[src/rtl/irq_router_pkg.sv]
package irq_router_pkg;
  localparam int ADDR_W = 9;
  localparam int DATA_W = 32;
  localparam int IDX_W  = 6;

  typedef enum logic [2:0] {
    KIND_PRIO  = 3'd0,
    KIND_CFG   = 3'd1,
    KIND_EN    = 3'd2,
    KIND_THR   = 3'd3,
    KIND_CLAIM = 3'd4,
    KIND_NONE  = 3'd7
  } regKindE;

  typedef struct packed {
    logic               wrPrio;
    logic               wrCfg;
    logic               wrEn;
    logic               wrThr;
    logic               complete;
    logic               claim;
    logic               rdEn;
    regKindE            rdKind;
    logic [IDX_W-1:0]   idx;
  } ctlStrobeT;
endpackage

[src/rtl/irq_router_ctrl.sv]
module irq_router_ctrl
  import irq_router_pkg::*;
#(
  parameter int NUM_SRC = 8,
  parameter int NUM_CTX = 2
) (
  input  logic              regWe,
  input  logic              regRe,
  input  logic [ADDR_W-1:0] regAddr,
  output ctlStrobeT         stb
);
  logic [2:0]       grp;
  logic [IDX_W-1:0] idx;
  logic             srcOk;
  logic             ctxOk;

  always_comb begin
    grp   = regAddr[ADDR_W-1 -: 3];
    idx   = regAddr[IDX_W-1:0];
    srcOk = (idx != '0) && (int'(idx) <= NUM_SRC);
    ctxOk = int'(idx) < NUM_CTX;

    stb        = '0;
    stb.rdKind = KIND_NONE;
    stb.idx    = idx;

    if (regWe) begin
      case (grp)
        3'd0:    stb.wrPrio   = srcOk;
        3'd1:    stb.wrCfg    = srcOk;
        3'd2:    stb.wrEn     = ctxOk;
        3'd3:    stb.wrThr    = ctxOk;
        3'd4:    stb.complete = ctxOk;
        default: ;
      endcase
    end else if (regRe) begin
      stb.rdEn = 1'b1;
      case (grp)
        3'd0: if (srcOk) stb.rdKind = KIND_PRIO;
        3'd1: if (srcOk) stb.rdKind = KIND_CFG;
        3'd2: if (ctxOk) stb.rdKind = KIND_EN;
        3'd3: if (ctxOk) stb.rdKind = KIND_THR;
        3'd4: if (ctxOk) begin
          stb.rdKind = KIND_CLAIM;
          stb.claim  = 1'b1;
        end
        default: ;
      endcase
    end
  end
endmodule

[src/rtl/irq_router_gateway.sv]
module irq_router_gateway #(
  parameter int EDGE_MAX = 2
) (
  input  logic clk,
  input  logic rstN,
  input  logic irqIn,
  input  logic isEdge,
  input  logic queueMode,
  input  logic claimStb,
  input  logic completeStb,
  output logic pending,
  output logic active
);
  localparam int CNT_W = $clog2(EDGE_MAX + 1);

  logic             prevIn;
  logic [CNT_W-1:0] edgeCnt;
  logic             rise;
  logic             idle;
  logic             cntFull;

  assign rise    = irqIn & ~prevIn;
  assign idle    = !active && !pending;
  assign cntFull = edgeCnt == CNT_W'(EDGE_MAX);

  always_ff @(posedge clk or negedge rstN) begin
    if (!rstN) begin
      pending <= 1'b0;
      active  <= 1'b0;
      prevIn  <= 1'b0;
      edgeCnt <= '0;
    end else begin
      prevIn <= irqIn;
      if (claimStb) begin
        pending <= 1'b0;
        active  <= 1'b1;
      end else if (completeStb && active) begin
        active <= 1'b0;
      end else if (idle) begin
        if (!isEdge) begin
          pending <= irqIn;
        end else if (rise) begin
          pending <= 1'b1;
        end else if (edgeCnt != '0) begin
          pending <= 1'b1;
          edgeCnt <= edgeCnt - 1'b1;
        end
      end
      if (isEdge && queueMode && rise && (active || pending || claimStb) && !cntFull)
        edgeCnt <= edgeCnt + 1'b1;
    end
  end

  AST_CLAIM_TAKES: assert property (@(posedge clk) disable iff (!rstN) claimStb |=> (active && !pending));
  AST_HOLD_INFLIGHT: assert property (@(posedge clk) disable iff (!rstN) (active && !completeStb) |=> active);
  AST_CNT_BOUND: assert property (@(posedge clk) disable iff (!rstN) edgeCnt <= CNT_W'(EDGE_MAX));
  AST_DROP_NO_GROWTH: assert property (@(posedge clk) disable iff (!rstN) !queueMode |=> (edgeCnt <= $past(edgeCnt)));
endmodule

[src/rtl/irq_router_arb.sv]
module irq_router_arb #(
  parameter int NUM_SRC = 8,
  parameter int PRIO_W  = 3,
  parameter int ID_W    = 4
) (
  input  logic [NUM_SRC:1]        req,
  input  logic [NUM_SRC*PRIO_W-1:0] prioFlat,
  input  logic [PRIO_W-1:0]       thr,
  output logic [ID_W-1:0]         bestId
);
  logic [PRIO_W-1:0] bestPrio;
  logic [PRIO_W-1:0] curPrio;

  always_comb begin
    bestId   = '0;
    bestPrio = '0;
    curPrio  = '0;
    for (int s = 1; s <= NUM_SRC; s++) begin
      curPrio = prioFlat[(s-1)*PRIO_W +: PRIO_W];
      if (req[s] && (curPrio > thr) && (curPrio > bestPrio)) begin
        bestId   = ID_W'(s);
        bestPrio = curPrio;
      end
    end
  end
endmodule

[src/rtl/irq_router_dp.sv]
module irq_router_dp
  import irq_router_pkg::*;
#(
  parameter int NUM_SRC  = 8,
  parameter int NUM_CTX  = 2,
  parameter int PRIO_W   = 3,
  parameter int EDGE_MAX = 2
) (
  input  logic              clk,
  input  logic              rstN,
  input  logic [NUM_SRC:1]  srcIrq,
  input  ctlStrobeT         stb,
  input  logic [DATA_W-1:0] wrData,
  output logic [DATA_W-1:0] regRdata,
  output logic [NUM_CTX-1:0] ctxIrq
);
  localparam int ID_W  = $clog2(NUM_SRC + 1);
  localparam int CTX_W = (NUM_CTX > 1) ? $clog2(NUM_CTX) : 1;

  logic [NUM_SRC*PRIO_W-1:0] prioFlat;
  logic [NUM_SRC:1]          edgeQ;
  logic [NUM_SRC:1]          queueQ;
  logic [CTX_W-1:0]          ownerQ [NUM_SRC+1];
  logic [NUM_SRC:1]          enQ    [NUM_CTX];
  logic [PRIO_W-1:0]         thrQ   [NUM_CTX];
  logic [NUM_SRC:1]          pendVec;
  logic [NUM_SRC:1]          actVec;
  logic [ID_W-1:0]           bestId [NUM_CTX];
  logic [ID_W-1:0]           selBest;
  logic [CTX_W-1:0]          selCtx;
  logic [DATA_W-1:0]         rdNext;

  assign selCtx = stb.idx[CTX_W-1:0];

  always_comb begin
    selBest = '0;
    for (int c = 0; c < NUM_CTX; c++)
      if (stb.idx == IDX_W'(c)) selBest = bestId[c];
  end

  // configuration and claim ownership
  always_ff @(posedge clk or negedge rstN) begin
    if (!rstN) begin
      prioFlat <= '0;
      edgeQ    <= '0;
      queueQ   <= '0;
      for (int s = 0; s <= NUM_SRC; s++) ownerQ[s] <= '0;
      for (int c = 0; c < NUM_CTX; c++) begin
        enQ[c]  <= '0;
        thrQ[c] <= '0;
      end
    end else begin
      for (int s = 1; s <= NUM_SRC; s++) begin
        if (stb.wrPrio && stb.idx == IDX_W'(s))
          prioFlat[(s-1)*PRIO_W +: PRIO_W] <= wrData[PRIO_W-1:0];
        if (stb.wrCfg && stb.idx == IDX_W'(s)) begin
          edgeQ[s]  <= wrData[0];
          queueQ[s] <= wrData[1];
        end
        if (stb.claim && selBest == ID_W'(s))
          ownerQ[s] <= selCtx;
      end
      for (int c = 0; c < NUM_CTX; c++) begin
        if (stb.wrEn && stb.idx == IDX_W'(c))  enQ[c]  <= wrData[NUM_SRC:1];
        if (stb.wrThr && stb.idx == IDX_W'(c)) thrQ[c] <= wrData[PRIO_W-1:0];
      end
    end
  end

  for (genvar s = 1; s <= NUM_SRC; s++) begin : g_src
    logic claimHit;
    logic completeHit;
    assign claimHit    = stb.claim && (selBest == ID_W'(s));
    assign completeHit = stb.complete && (wrData == DATA_W'(s)) && (ownerQ[s] == selCtx);

    irq_router_gateway #(.EDGE_MAX(EDGE_MAX)) u_gw (
      .clk         (clk),
      .rstN        (rstN),
      .irqIn       (srcIrq[s]),
      .isEdge      (edgeQ[s]),
      .queueMode   (queueQ[s]),
      .claimStb    (claimHit),
      .completeStb (completeHit),
      .pending     (pendVec[s]),
      .active      (actVec[s])
    );
  end

  for (genvar c = 0; c < NUM_CTX; c++) begin : g_ctx
    irq_router_arb #(.NUM_SRC(NUM_SRC), .PRIO_W(PRIO_W), .ID_W(ID_W)) u_arb (
      .req      (pendVec & enQ[c]),
      .prioFlat (prioFlat),
      .thr      (thrQ[c]),
      .bestId   (bestId[c])
    );
    assign ctxIrq[c] = bestId[c] != '0;
  end

  // read mux
  always_comb begin
    rdNext = '0;
    case (stb.rdKind)
      KIND_PRIO: for (int s = 1; s <= NUM_SRC; s++)
        if (stb.idx == IDX_W'(s)) rdNext[PRIO_W-1:0] = prioFlat[(s-1)*PRIO_W +: PRIO_W];
      KIND_CFG: for (int s = 1; s <= NUM_SRC; s++)
        if (stb.idx == IDX_W'(s)) rdNext[1:0] = {queueQ[s], edgeQ[s]};
      KIND_EN: for (int c = 0; c < NUM_CTX; c++)
        if (stb.idx == IDX_W'(c)) rdNext[NUM_SRC:1] = enQ[c];
      KIND_THR: for (int c = 0; c < NUM_CTX; c++)
        if (stb.idx == IDX_W'(c)) rdNext[PRIO_W-1:0] = thrQ[c];
      KIND_CLAIM: rdNext[ID_W-1:0] = selBest;
      default: ;
    endcase
  end

  always_ff @(posedge clk or negedge rstN) begin
    if (!rstN) regRdata <= '0;
    else if (stb.rdEn) regRdata <= rdNext;
  end
endmodule

[src/rtl/irq_router.sv]
module irq_router
  import irq_router_pkg::*;
#(
  parameter int NUM_SRC  = 8,
  parameter int NUM_CTX  = 2,
  parameter int PRIO_W   = 3,
  parameter int EDGE_MAX = 2
) (
  input  logic               clk,
  input  logic               rstN,
  input  logic [NUM_SRC:1]   srcIrq,
  input  logic               regWe,
  input  logic               regRe,
  input  logic [ADDR_W-1:0]  regAddr,
  input  logic [DATA_W-1:0]  regWdata,
  output logic [DATA_W-1:0]  regRdata,
  output logic [NUM_CTX-1:0] ctxIrq
);
  ctlStrobeT stb;

  irq_router_ctrl #(.NUM_SRC(NUM_SRC), .NUM_CTX(NUM_CTX)) u_ctrl (
    .regWe   (regWe),
    .regRe   (regRe),
    .regAddr (regAddr),
    .stb     (stb)
  );

  irq_router_dp #(
    .NUM_SRC (NUM_SRC),
    .NUM_CTX (NUM_CTX),
    .PRIO_W  (PRIO_W),
    .EDGE_MAX(EDGE_MAX)
  ) u_dp (
    .clk      (clk),
    .rstN     (rstN),
    .srcIrq   (srcIrq),
    .stb      (stb),
    .wrData   (regWdata),
    .regRdata (regRdata),
    .ctxIrq   (ctxIrq)
  );
endmodule

[config.mk]
export PLATFORM = sky130hd
export DESIGN_NAME = irq_router
export DESIGN_NICKNAME = d
export VERILOG_FILES = /design/src/rtl/irq_router_pkg.sv /design/src/rtl/irq_router_ctrl.sv /design/src/rtl/irq_router_gateway.sv /design/src/rtl/irq_router_arb.sv /design/src/rtl/irq_router_dp.sv /design/src/rtl/irq_router.sv
export SDC_FILE = /design/constraint.sdc
export NUM_CORES = 1
export LEC_CHECK = 0
export BUFFER_PORTS_ARGS = -buffer_cell sky130_fd_sc_hd__buf_2
export CAP_MARGIN = 15
export CORE_ASPECT_RATIO = 1.25
export CORE_MARGIN = 2
export CORE_UTILIZATION = 61
export DETAILED_ROUTE_END_ITERATION = 8
export MAX_ROUTING_LAYER = met4
export PLACE_DENSITY_LB_ADDON = 0.08
export SLEW_MARGIN = 20
export SYNTH_ARGS = -nofsm -noshare
export SYNTH_HDL_FRONTEND = slang
export SYNTH_SLANG_ARGS = --single-unit
[constraint.sdc]
create_clock -name clk -period 13.3 [get_ports clk]
set_input_delay 1.33 -clock clk [delete_from_list [all_inputs] [get_ports clk]]
set_output_delay 1.33 -clock clk [all_outputs]
set_load 0.03 [all_outputs]
# Yosys cells after proc, flatten, opt, wreduce, memory -nomap -nowiden
# Cells that the tools add are included.
# classes
n_addsub	16
n_lt_le_gt_ge	33
n_eq_ne	88
n_mux	193
n_bitwise	18
n_reduce_logical	235
# op_table
operator	n
2-to-1 mux 2 bit	65
== test 32 x 3 -> 1 bit, second input constant	4
logical AND 1 bit	125
nonzero test 2 bit	48
> comparator 3 bit	30
2-to-1 mux 3 bit	28
2-to-1 mux 1 bit	73
== test 32 x 2 -> 1 bit, second input constant	2
2-to-1 mux 4 bit	16
inequality test 2 x 1 -> 1 bit, second input constant	24
AND reduction 6 bit	8
== test 32 x 1 -> 1 bit, second input constant	1
== test 32 x 4 -> 1 bit, second input constant	1
inequality test 4 bit, second input constant	8
== test 6 x 3 -> 1 bit, second input constant	4
logical NOT 1 bit	24
AND reduction 3 bit	8
2-to-1 mux 5 bit	4
adder 2 x 1 -> 2 bit, second input constant	8
bitwise AND 8 bit	2
== test 2 bit, second input constant	8
== test 4 x 3 -> 1 bit, second input constant	4
logical OR 1 bit	16
2-to-1 mux 8 bit	2
other kinds (25)	70
# totals
register_bits	119
inputBits	53
out_inout_bits	34

# Logic depth before layout (Yosys ltp)
# Gate-level depths: netlist (run 1).
# depth
word_depth	34
ltp_mapped	62
depth_no_buf	61

# By module
# Synthesis (run 1) repeated with hierarchy kept, for this count alone.
# unflattened
cells_unflattened	1030
area_unflattened_um2	9759.4
# by_module_without_submodules
mod	n_inst	cells_each	area_per_inst_um2
irq_router_dp	1	399	4499.3
irq_router_gateway	8	26	262.8
irq_router_arb at u_dp.g_ctx[1].u_arb	1	191	1471.4
irq_router_arb at u_dp.g_ctx[0].u_arb	1	192	1420.1
irq_router_ctrl	1	40	266.5

# Worst setup path after synthesis (run 1)
# No wires, ideal clock.
# synth_path
path_type	reg-to-output
startpoint	register u_dp.thrQ[1] (netlist name)
endpoint	output port ctxIrq[1]
t_arrival_ns	10.346
t_required_ns	11.970
path_slack_ns	1.624
stages_incl_launch_ff	51
path_buffers	1
cell_sequence	dfrtp_1 -> inv_1 -> ha_1 -> nor2b_1 -> o21ai_1 -> and2_1 -> nor3_1 -> nand2_1 -> ha_1 -> nand3_1 -> nand4_1 -> nand3b_2 -> mux2_2 -> ha_1 -> nand3b_1 -> a22oi_1 -> and3_1 -> a211oi_4 -> [... 15 more ...] -> nor2_1 -> a21oi_1 -> mux2_1 -> and3_1 -> buf_6 -> mux2_2 -> ha_1 -> nand3_1 -> nand4_1 -> nor3_1 -> mux2_2 -> ha_1 -> nand3_1 -> nand4_1 -> nor3_1 -> nor2_1 -> nand3_1 -> or4_1
# synth_via
elab_chain_len	26
# synth_rtl
item	line_no	source
from (decl)	irq_router_dp.sv:25	logic [PRIO_W-1:0] thrQ [NUM_CTX];
from (signal, indexed assignment)	irq_router_dp.sv:65	if (stb.wrThr && stb.idx == IDX_W'(c)) thrQ[c] <= wrData[PRIO_W-1:0];
> comparator 3 bit	irq_router_arb.sv:20	if (req[s] && (curPrio > thr) && (curPrio > bestPrio)) begin
logical AND 1 bit (2 in a row)	irq_router_arb.sv:20	
2-to-1 mux 3 bit	irq_router_arb.sv:20	
> comparator 3 bit	irq_router_arb.sv:20	
logical AND 1 bit	irq_router_arb.sv:20	
2-to-1 mux 3 bit	irq_router_arb.sv:20	
> comparator 3 bit	irq_router_arb.sv:20	
logical AND 1 bit	irq_router_arb.sv:20	
[... 9 more ...]	n/a	
2-to-1 mux 3 bit	irq_router_arb.sv:20	
> comparator 3 bit	irq_router_arb.sv:20	
logical AND 1 bit	irq_router_arb.sv:20	
2-to-1 mux 3 bit	irq_router_arb.sv:20	
> comparator 3 bit	irq_router_arb.sv:20	
logical AND 1 bit	irq_router_arb.sv:20	
2-to-1 mux 4 bit (*)	irq_router_arb.sv:20	
nonzero test 4 bit (*)	irq_router_dp.sv:96	assign ctxIrq[c] = bestId[c] != '0;
to (decl)	irq_router.sv:17	output logic [NUM_CTX-1:0] ctxIrq
# Every way passes the cells marked *; elsewhere a longest branch is shown, timed or not.

# Worst setup path after layout (run 1)
# Ends and elaborated chain as after synthesis.

==> results.cfg, run 1 <==
[sta]
hold_viol = 0
finClkSkew_ns = 0.0103
relSlewSlack = 0.375
tns_ns = 0
max_freq_ghz = 0.0790
min_period_ns = 12.67
finalCritPeriodShare = 0.952
slew_viol_final = 0
hold_ws_ns = 0.476
setup_viol_count_final = 0
tightest_slew_ns = 0.938

[global_routing]
grt_pass1_vias = 7980
met2_usage = 0.567
grt.met3_usage = 0.0524
gr-max-usage-layer = met2
met1_usage = 0.425
grt_use_total = 0.345
grt_max_degree = 74
antenna_found_initial = 0
grt_overflow = 0
grt_pass1_wl_um = 41600

[run]
maxCapViolations = 0

[final_layout]
antenna_cells = 0
drive_gt1_frac = 0.190
fin_nets = 1216
final_cells = 1272
fin_area_mm2 = 0.0102
synthToLayoutAreaGrowth_pct = 12.6

[floorplan]
rows = 49
die_h_um = 140
dieArea_mm2 = 0.0159
die_w_um = 113
coreArea_mm2 = 0.0145
pin_count = 87
initial_core_util = 0.628

[yosys]
ys.flop_type = dfrtp_1
ys_seq_area_frac = 0.328
synth_edf_count = 0
yosysMostFrequentCell = dfrtp_1
synthesis.instances = 1012
synth_area_mm2 = 0.00908
ys_seq_elements = 119
syn_area_per_cell_um2 = 8.98
netlist_top_cells_count = 119 x dfrtp_1, 103 x nand2_1, 82 x ha_1
ys_async_sr_fraction = 1.00
synth_top_cell_by_area = dfrtp_1
synth.distinct_cells = 86
synth_area_leaders = dfrtp_1 33%, ha_1 11%, mux2_2 7.7%
yosysWarnings = 0
synth_top_cell_area_share = 0.328

[clock_network]
clockRootBuffer = clkbuf_16
cts-htree-levels = 4
cts-buffers-inserted = 17
clk_latency_ns = 0.42
clk_path_buf_depth = 2
cts_hold_buf = 0
cts_tree = yes
clkTransAtPathRegs_ns = 0.06
clock-sinks = 119

[drt]
wl_per_cell_um = 20.3
num_vias = 8175
dr.pass1.iters = 7
drc = 2
ant_nets = 0
drtIter0Drc = 635
wirelength_um = 25900
via_per_inst = 6.43

[worst_setup_path]
crit_fanout = 10
crit_top_cell = ha_1
max_stage_delay_ns = 0.43
reg2reg_slack_ns = 1.19
cp-end-kind = output pin
critPathRequiredTime_ns = 11.97
worstSetupPathType = flip-flop to output pin
cp-start-kind = flip-flop
crit_slowest_cell = o41a_1
cp.arrival_ns = 11.34

[outcome]
violations = design-rule violations
outcome = finished, violations left

[power]
max-vdd-ir-drop_mv = 0.120
p_per_area_mw_per_mm2 = 94.5
cellLeakagePower_nw = 4.76

[placed_design]
placedCellCount = 1233
place_congestion = 1.01
numPortBuffers = 63
hpwl_um = 19300
place_area_mm2 = 0.00948

[worst_hold_path]
hold_path_class = flip-flop to flip-flop
-- cell usage in the layout (no fill, tap or decap), types with 9 or more instances in the layout --
cell | Yosys | final
dfrtp_1 | 119 | 119
nand2_1 | 103 | 103
ha_1 | 82 | 82
nor2_1 | 75 | 75
o21ai_0 | 65 | 64
mux2_2 | 62 | 62
buf_2 | 3 | 62
a21oi_1 | 54 | 54
nand3_1 | 46 | 44
inv_1 | 42 | 40
nor3_1 | 32 | 30
mux2i_1 | 25 | 24
nand2b_1 | 23 | 23
conb_1 | 1 | 23
buf_4 | 23 | 18
clkbuf_16 | 0 | 17
nand3b_1 | 14 | 14
nand4_1 | 13 | 13
nor4_1 | 12 | 12
a21o_1 | 12 | 12
a31oi_1 | 12 | 11
nor2b_1 | 10 | 10
and3_1 | 11 | 10
a22oi_1 | 10 | 9
-- logic make-up after synthesis --
logic type | after synthesis | synth area share
and+or+nand+nor | 376 | 0.210
DFF | 119 | 0.328
xor gates and xnor gates | 11 | 0.0106
other | 1 | 0.000413
adders and majority gates | 82 | 0.113
buffers and inverters | 94 | 0.0504
muxes | 96 | 0.117
AOI/OAI and AO/OA | 233 | 0.171
-- area by class of cell --
cell class	instances	area, µm²
inverter	42	165
tap	178	223
fill	1185	4240
timing repair buffer	80	445
sequential	119	2980
multi-input combinational	821	5800
clock inverter	13	171
clock buffer	19	443
-- flip-flops by register name (all words and copies together) (netlist names) --
| register | cells |
|---|---|
| u_dp.edgeQ | 8 |
| u_dp.g_src.u_gw.prevIn | 8 |
| u_dp.queueQ | 8 |
| u_dp.g_src.u_gw.pending | 8 |
| u_dp.g_src.u_gw.edgeCnt | 16 |
| u_dp.enQ | 16 |
| u_dp.g_src.u_gw.active | 8 |
| u_dp.ownerQ | 8 |
| u_dp.prioFlat | 24 |
| u_dp.regRdata | 9 |
| u_dp.thrQ | 6 |
-- path summary, 6_finish.rpt --
kind                       cells past startpoint                    startpoint                                     end
max                                           49      u_dp.thrQ[1]$_DFFE_PN0P_                               ctxIrq[1]
min                                            2  u_dp.regRdata[4]$_DFFE_PN0P_            u_dp.regRdata[4]$_DFFE_PN0P_
max reg2reg                                   53      u_dp.thrQ[1]$_DFFE_PN0P_              u_dp.ownerQ[6]$_DFFE_PN0P_
min reg2reg                                    2  u_dp.regRdata[4]$_DFFE_PN0P_            u_dp.regRdata[4]$_DFFE_PN0P_
max in group asynchronous                      2                          rstN                u_dp.enQ[15]$_DFFE_PN0P_
min in group asynchronous                      1                          rstN  u_dp.g_src[2].u_gw.pending$_DFFE_PN0P_
-- worst max-delay path: cells and delay by family, from the launching register on --
family,cells,cell delay (ns)
flops,1,0.41
buf+inv,5,0.72
mux,5,1.59
fa+ha+maj,8,2.53
simple gates,20,3.34
compound gates,11,2.33
-- what timing repair did --
item                                    in CTS  in global routing
gates resized for setup                      1                 15
setup buffers                                0                  7
endpoints found under the setup margin       1                 23
pin swaps                                    0                  1
-- routing by layer --
| layer | part of all wire | up-vias |
|---|---|---|
| met5 | 0 | - |
| met4 | 0.045 | 0 |
| met3 | 0.061 | 84 |
| met2 | 0.49 | 314 |
| met1 | 0.40 | 3949 |
| li1 | - | 3828 |
-- report_power, final --
group / leakage, nW / total (W) / internal (W) / switching [W]
clock network: 0.294 / 0.000475 / 0.000302 / 0.000173
logic: 2.95 / 0.000115 / 0.0000403 / 0.0000752
registers: 1.52 / 0.000376 / 0.000368 / 0.00000782
total: 4.76 / 0.000966 / 0.000710 / 0.000256
-- per-stage QoR --
step	power, W	setup slack (ns)	util
2_1_floorplan	0.000459	1.62	-
3_3_place_gp	0.000491	0.464	0.655
3_5_place_dp	0.000493	0.450	0.655
4_1_cts	0.000965	0.144	0.698
5_1_grt	0.00100	-0.0499	0.707
6_report	0.000966	0.634	0.707
(Power assumes the default switching activity.)
==> run 2: changes to the inputs <==
--- a/config.mk
+++ b/config.mk
@@ -9,7 +9,7 @@
 export CAP_MARGIN = 15
 export CORE_ASPECT_RATIO = 1.25
 export CORE_MARGIN = 2
-export CORE_UTILIZATION = 61
+export CORE_UTILIZATION = 49
 export DETAILED_ROUTE_END_ITERATION = 8
 export MAX_ROUTING_LAYER = met4
 export PLACE_DENSITY_LB_ADDON = 0.08
==> run 2 against run 1 <==
The flow now finishes without violations. Clock skew is 0.00094 ns higher. Utilization is 14 points lower. Combinational power hardly changed. Routed wire length is 3.4% higher. Worst hold slack better by 0.0050 ns. Sequential power hardly changed. Non-clock buffer count is 7 lower. Cell count is 3.4% higher. Total power is 1.8% higher. Sequential share of layout area hardly changed. Flip-flop and latch count stayed put.
==> results.cfg, run 2 (synthesis results as in run 1) <==
[worst_setup_path]
cp.arrival_ns = 11.22
worstSetupPathType = flip-flop to output pin
crit_family = simple AND/OR/NAND/NOR gates
crit_top_cell = ha_1
worst-path-stages = 50
critPathRequiredTime_ns = 11.97
max_stage_delay_ns = 0.40
cp-start-kind = flip-flop
reg2regPathDepth = 53
cp-end-kind = output pin
crit_fanout = 10
worstPathBufferInverterCount = 4
crit_slowest_cell = or4_1

[global_routing]
grt_pass1_vias = 7825
grt_overflow = 0
grt_use_total = 0.285
grt_pass1_wl_um = 42000
grt_max_degree = 68
antenna_found_initial = 0

[final_layout]
final_common_cell = dfrtp_1
synthToLayoutAreaGrowth_pct = 12.7
antenna_cells = 0
mostFrequentLayoutCells = 119 x dfrtp_1, 103 x nand2_1, 82 x ha_1
fin_nets = 1209
fin_util = 0.563
largest-register = u_dp.prioFlat
largest_reg_flops = 24
reg_top3 = u_dp.prioFlat x24, u_dp.enQ x16, u_dp.g_src.u_gw.edgeCnt x16
drive_gt1_frac = 0.185

[placed_design]
numPortBuffers = 63
hpwl_um = 20000
place_congestion = 1.00

[sta]
finalCritPeriodShare = 0.944
hold_viol = 0
relSlewSlack = 0.276
min_period_ns = 12.55
finClkSkew_ns = 0.0113
max_freq_ghz = 0.0797
tightest_slew_ns = 1.08
setup_viol_count_final = 0
slew_viol_final = 0

[run]
maxCapViolations = 0

[power]
cellLeakagePower_nw = 4.75
clkPwrFrac = 0.502
total_power_w = 0.000984
max-vdd-ir-drop_mv = 0.0726
p_sw_frac = 0.261
p_per_area_mw_per_mm2 = 96.1
p_sw_w = 0.000257
seq_power_share = 0.383
p_int_w = 0.000727
pwr-share-comb = 0.115

[floorplan]
die_w_um = 126
dieArea_mm2 = 0.0197
coreArea_mm2 = 0.0182
die_h_um = 156
initial_core_util = 0.500
pin_count = 87
rows = 55

[drt]
via_per_inst = 6.06
ant_nets = 0
wl_per_cell_um = 20.3
drtIter0Drc = 594
dr.pass1.iters = 7
wirelength_um = 26700
num_vias = 7973
drc = 0

[worst_hold_path]
holdPathStages = 2
hold_path_class = flip-flop to flip-flop

[clock_network]
clockRootBuffer = clkbuf_16
cts-buffers-inserted = 17
cts_setup_buffers = 0
clkTransAtPathRegs_ns = 0.06
clk_latency_ns = 0.42
cts_tree = yes
clk_path_buf_depth = 2
clock-sinks = 119
cts_hold_buf = 0
cts-htree-levels = 4
post_cts_resized = 0

[outcome]
outcome = finished, final reports clean
==> run 2: cell count changes in the layout (fill, tap and decap cells not counted), moves of 2 or more <==
cell | previous run | this run
nor3_2 | 2 | 4
inv_1 | 40 | 42
buf_4 | 18 | 11
nor3_4 | 2 | 0
clkinvlp_4 | 4 | 2
==> run 2: power groups by stage <==
stage / Combinational (W) / Sequential [W] / Clock [W]
after CTS: 0.000111 / 0.000376 / 0.000498
final: 0.000113 / 0.000377 / 0.000494
after global placement: 0.000110 / 0.000383 / 0
after global routing: 0.000126 / 0.000377 / 0.000517
after floorplan: 0.0000796 / 0.000379 / 0
after detailed placement: 0.000111 / 0.000383 / 0
==> run 2: final timing paths <==
kind / slack [ns] / start / to
max: 0.75 / u_dp.thrQ[1]$_DFFE_PN0P_ / ctxIrq[1]
min: 0.48 / u_dp.regRdata[7]$_DFFE_PN0P_ / u_dp.regRdata[7]$_DFFE_PN0P_
max reg2reg: 1.21 / u_dp.prioFlat[2]$_DFFE_PN0P_ / u_dp.ownerQ[4]$_DFFE_PN0P_
min reg2reg: 0.48 / u_dp.regRdata[7]$_DFFE_PN0P_ / u_dp.regRdata[7]$_DFFE_PN0P_
max in group asynchronous: 11.02 / rstN / u_dp.prioFlat[17]$_DFFE_PN0P_
min in group asynchronous: 0.95 / rstN / u_dp.g_src[2].u_gw.edgeCnt[1]$_DFFE_PN0P_
==> run 2: worst reg2reg max path, delay by kind of cell, from the launching register on <==
family,cells,cell delay [ns]
buf+inv,4,0.49
fa+ha+maj,8,2.46
compound gates,15,2.97
mux,5,1.73
simple gates,21,3.79
flops,1,0.50
==> run 2: final cells by class <==
| type | count | area [µm²] |
|---|---|---|
| fill | 1681 | 7930 |
| multi-input combinational | 821 | 5780 |
| sequential | 119 | 2980 |
| clock buffer | 18 | 439 |
| timing repair buffer | 73 | 393 |
| tap | 228 | 285 |
| clock inverter | 14 | 198 |
| inverter | 42 | 158 |
==> run 2: layer usage <==
layer / wire (µm) / share of wire / track usage
met1: 11300 / 0.42 / 0.346
met2: 13100 / 0.49 / 0.470
met3: 1150 / 0.043 / 0.0356
met4: 1210 / 0.045 / 0.141
met5: 0 / 0 / -
==> run 2: through the flow <==
stage / setup TNS (ns) / setup WS, ns / instances / hold slack [ns] / instance area, µm²
after floorplan: 0 / 1.62 / 1034 / 0.455 / 9170
after global placement: 0 / 1.27 / 1283 / 0.464 / 9540
after detailed placement: 0 / 0.987 / 1283 / 0.467 / 9540
after CTS: 0 / 0.534 / 1315 / 0.481 / 10200
after global routing: -0.0674 / -0.0674 / 1315 / 0.521 / 10200
final: 0 / 0.751 / 1315 / 0.481 / 10200
==> run 3: changes to the inputs <==
--- a/config.mk
+++ b/config.mk
@@ -10,9 +10,11 @@
 export CORE_ASPECT_RATIO = 1.25
 export CORE_MARGIN = 2
 export CORE_UTILIZATION = 49
+export CTS_CLUSTER_SIZE = 25
 export DETAILED_ROUTE_END_ITERATION = 8
 export MAX_ROUTING_LAYER = met4
-export PLACE_DENSITY_LB_ADDON = 0.08
+export PLACE_DENSITY = 0.76
+export SETUP_SLACK_MARGIN = 0.15
 export SLEW_MARGIN = 20
 export SYNTH_ARGS = -nofsm -noshare
 export SYNTH_HDL_FRONTEND = slang
==> run 3 against run 2 <==
Combinational power grew 4%. Utilization grew 0.50 points. Sequential power barely moved. Total power shrank 3.0%. Critical endpoint unchanged. Non-clock buffer count up 8. Routed wire length shrank 0.57%. Largest cell class unchanged. Clock-buffer cell count grew 1. Clock skew decreased by 0.00089 ns.
==> results.cfg, run 3 (synthesis results as in run 1) <==
[worst_hold_path]
hold_path_class = flip-flop to flip-flop

[floorplan]
rows = 55
pin_count = 87
die_h_um = 156
die_w_um = 126
coreArea_mm2 = 0.0182
initial_core_util = 0.500
dieArea_mm2 = 0.0197

[power]
total_power_w = 0.000954
p_int_w = 0.000692
seq_power_share = 0.394
max-vdd-ir-drop_mv = 0.107
p_per_area_mw_per_mm2 = 92.4
clkPwrFrac = 0.482
p_sw_frac = 0.274
cellLeakagePower_nw = 4.76
p_sw_w = 0.000262
pwr-share-comb = 0.123

[placed_design]
hpwl_um = 19800
place_congestion = 1.01
place_area_mm2 = 0.00953
numPortBuffers = 63

[drt]
wl_per_cell_um = 20.1
ant_nets = 0
via_per_inst = 6.27
wirelength_um = 26600
dr.pass1.iters = 6
drc = 0
num_vias = 8296
drtIter0Drc = 692

[clock_network]
clkTransAtPathRegs_ns = 0.06
cts_hold_buf = 0
cts-buffers-inserted = 17
clk_latency_ns = 0.42
clock-sinks = 119
clockRootBuffer = clkbuf_16
cts-htree-levels = 4
clk_path_buf_depth = 2
cts_tree = yes

[worst_setup_path]
crit_fanout = 8
cp-end-kind = output pin
max_stage_delay_ns = 0.45
critPathRequiredTime_ns = 11.97
worstSetupPathType = flip-flop to output pin
cp.arrival_ns = 11.21
crit_slowest_cell = o41a_1
crit_top_cell = ha_1
cp-start-kind = flip-flop

[final_layout]
drive_gt1_frac = 0.197
fin_area_mm2 = 0.0103
multiInputGateArea_mm2 = 0.00585
fin_nets = 1217
final_common_cell = dfrtp_1
largest-register = u_dp.prioFlat
seq_area_mm2 = 0.00298
reg_top3 = u_dp.prioFlat x24, u_dp.enQ x16, u_dp.g_src.u_gw.edgeCnt x16
mostFrequentLayoutCells = 119 x dfrtp_1, 103 x nand2_1, 81 x ha_1
synthToLayoutAreaGrowth_pct = 13.7
fillCellCount = 1588
fin_util = 0.568
largest_reg_flops = 24

[sta]
hold_viol = 0
slew_viol_final = 0
tns_ns = 0
finalCritPeriodShare = 0.943
relSlewSlack = 0.307
hold_ws_ns = 0.477
finClkSkew_ns = 0.0104
max_freq_ghz = 0.0798
setup_viol_count_final = 0
min_period_ns = 12.54
tightest_slew_ns = 1.03

[global_routing]
grt_use_total = 0.277
antenna_found_initial = 1
grt_pass1_vias = 8058
grt_overflow = 0
grt_pass1_wl_um = 41900
grt_max_degree = 63

[run]
maxCapViolations = 0

[outcome]
outcome = finished, final reports clean
==> run 3: cell count changes in the layout (fill, tap and decap cells not counted), moves of 2 or more <==
cell        change
a21oi_1         -2
a21oi_2         +2
a31oi_1         -2
a31oi_2         +2
buf_4           +8
bufinv_16       -2
clkinvlp_4      +3
inv_1           -2
==> run 3: power by group through the flow <==
| stage | Clock [W] | Sequential (W) | Combinational [W] |
|---|---|---|---|
| 6_report | 0.000460 | 0.000376 | 0.000118 |
| 5_1_grt | 0.000481 | 0.000377 | 0.000130 |
| 4_1_cts | 0.000463 | 0.000376 | 0.000112 |
| 3_5_place_dp | 0 | 0.000382 | 0.000111 |
| 3_3_place_gp | 0 | 0.000382 | 0.000109 |
| 2_1_floorplan | 0 | 0.000379 | 0.0000796 |
==> run 3: per-stage QoR <==
step	cells	worst slack [ns]
global placement	1281	0.695
finish	1324	0.762
CTS	1313	0.187
floorplan	1034	1.62
global route	1324	-0.0115
detailed placement	1281	0.656
==> run 3: area by class of cell <==
class                           instances  area share
Multi-Input combinational cell        821       0.567
Inverter                               42      0.0160
Timing Repair Buffer                   81      0.0439
Clock buffer                           19      0.0429
Tap cell                              228      0.0276
Antenna cell                            1    0.000242
Clock inverter                         13      0.0144
Sequential cell                       119       0.288
==> run 3: worst paths after layout <==
path                                         startpoint                           end  slack [ns]  depth (start not counted)
min                        u_dp.regRdata[8]$_DFFE_PN0P_  u_dp.regRdata[8]$_DFFE_PN0P_        0.48                          2
max in group asynchronous                          rstN    u_dp.queueQ[2]$_DFFE_PN0P_       11.04                          2
max                            u_dp.thrQ[1]$_DFFE_PN0P_                     ctxIrq[1]        0.76                         49
min reg2reg                u_dp.regRdata[8]$_DFFE_PN0P_  u_dp.regRdata[8]$_DFFE_PN0P_        0.48                          2
max reg2reg                    u_dp.thrQ[1]$_DFFE_PN0P_    u_dp.ownerQ[6]$_DFFE_PN0P_        1.35                         53
min in group asynchronous                          rstN  u_dp.regRdata[6]$_DFFE_PN0P_        0.98                          1
==> run 3: what timing repair did <==
item / in CTS / in global routing
buffers inserted: 0 / 10
endpoints found under the setup margin: 0 / 25
gates resized for setup: 0 / 26
==> run 3: critical path: cells and delay by family, from the launching register on <==
kind / cells / cell delay (ns)
muxes: 5 / 1.50
buffers and inverters: 4 / 0.60
AOI/OAI and AO/OA: 10 / 1.86
DFF: 1 / 0.42
adders and majority gates: 8 / 2.58
and+or+nand+nor: 22 / 3.82
==> run 3: metal layers <==
layer	wire, µm	vias to the layer above	GRT usage
met5	0	-	-
met3	1750	90	0.0475
met1	10400	3963	0.324
li1	-	3841	-
met2	13100	402	0.459
met4	1350	0	0.147
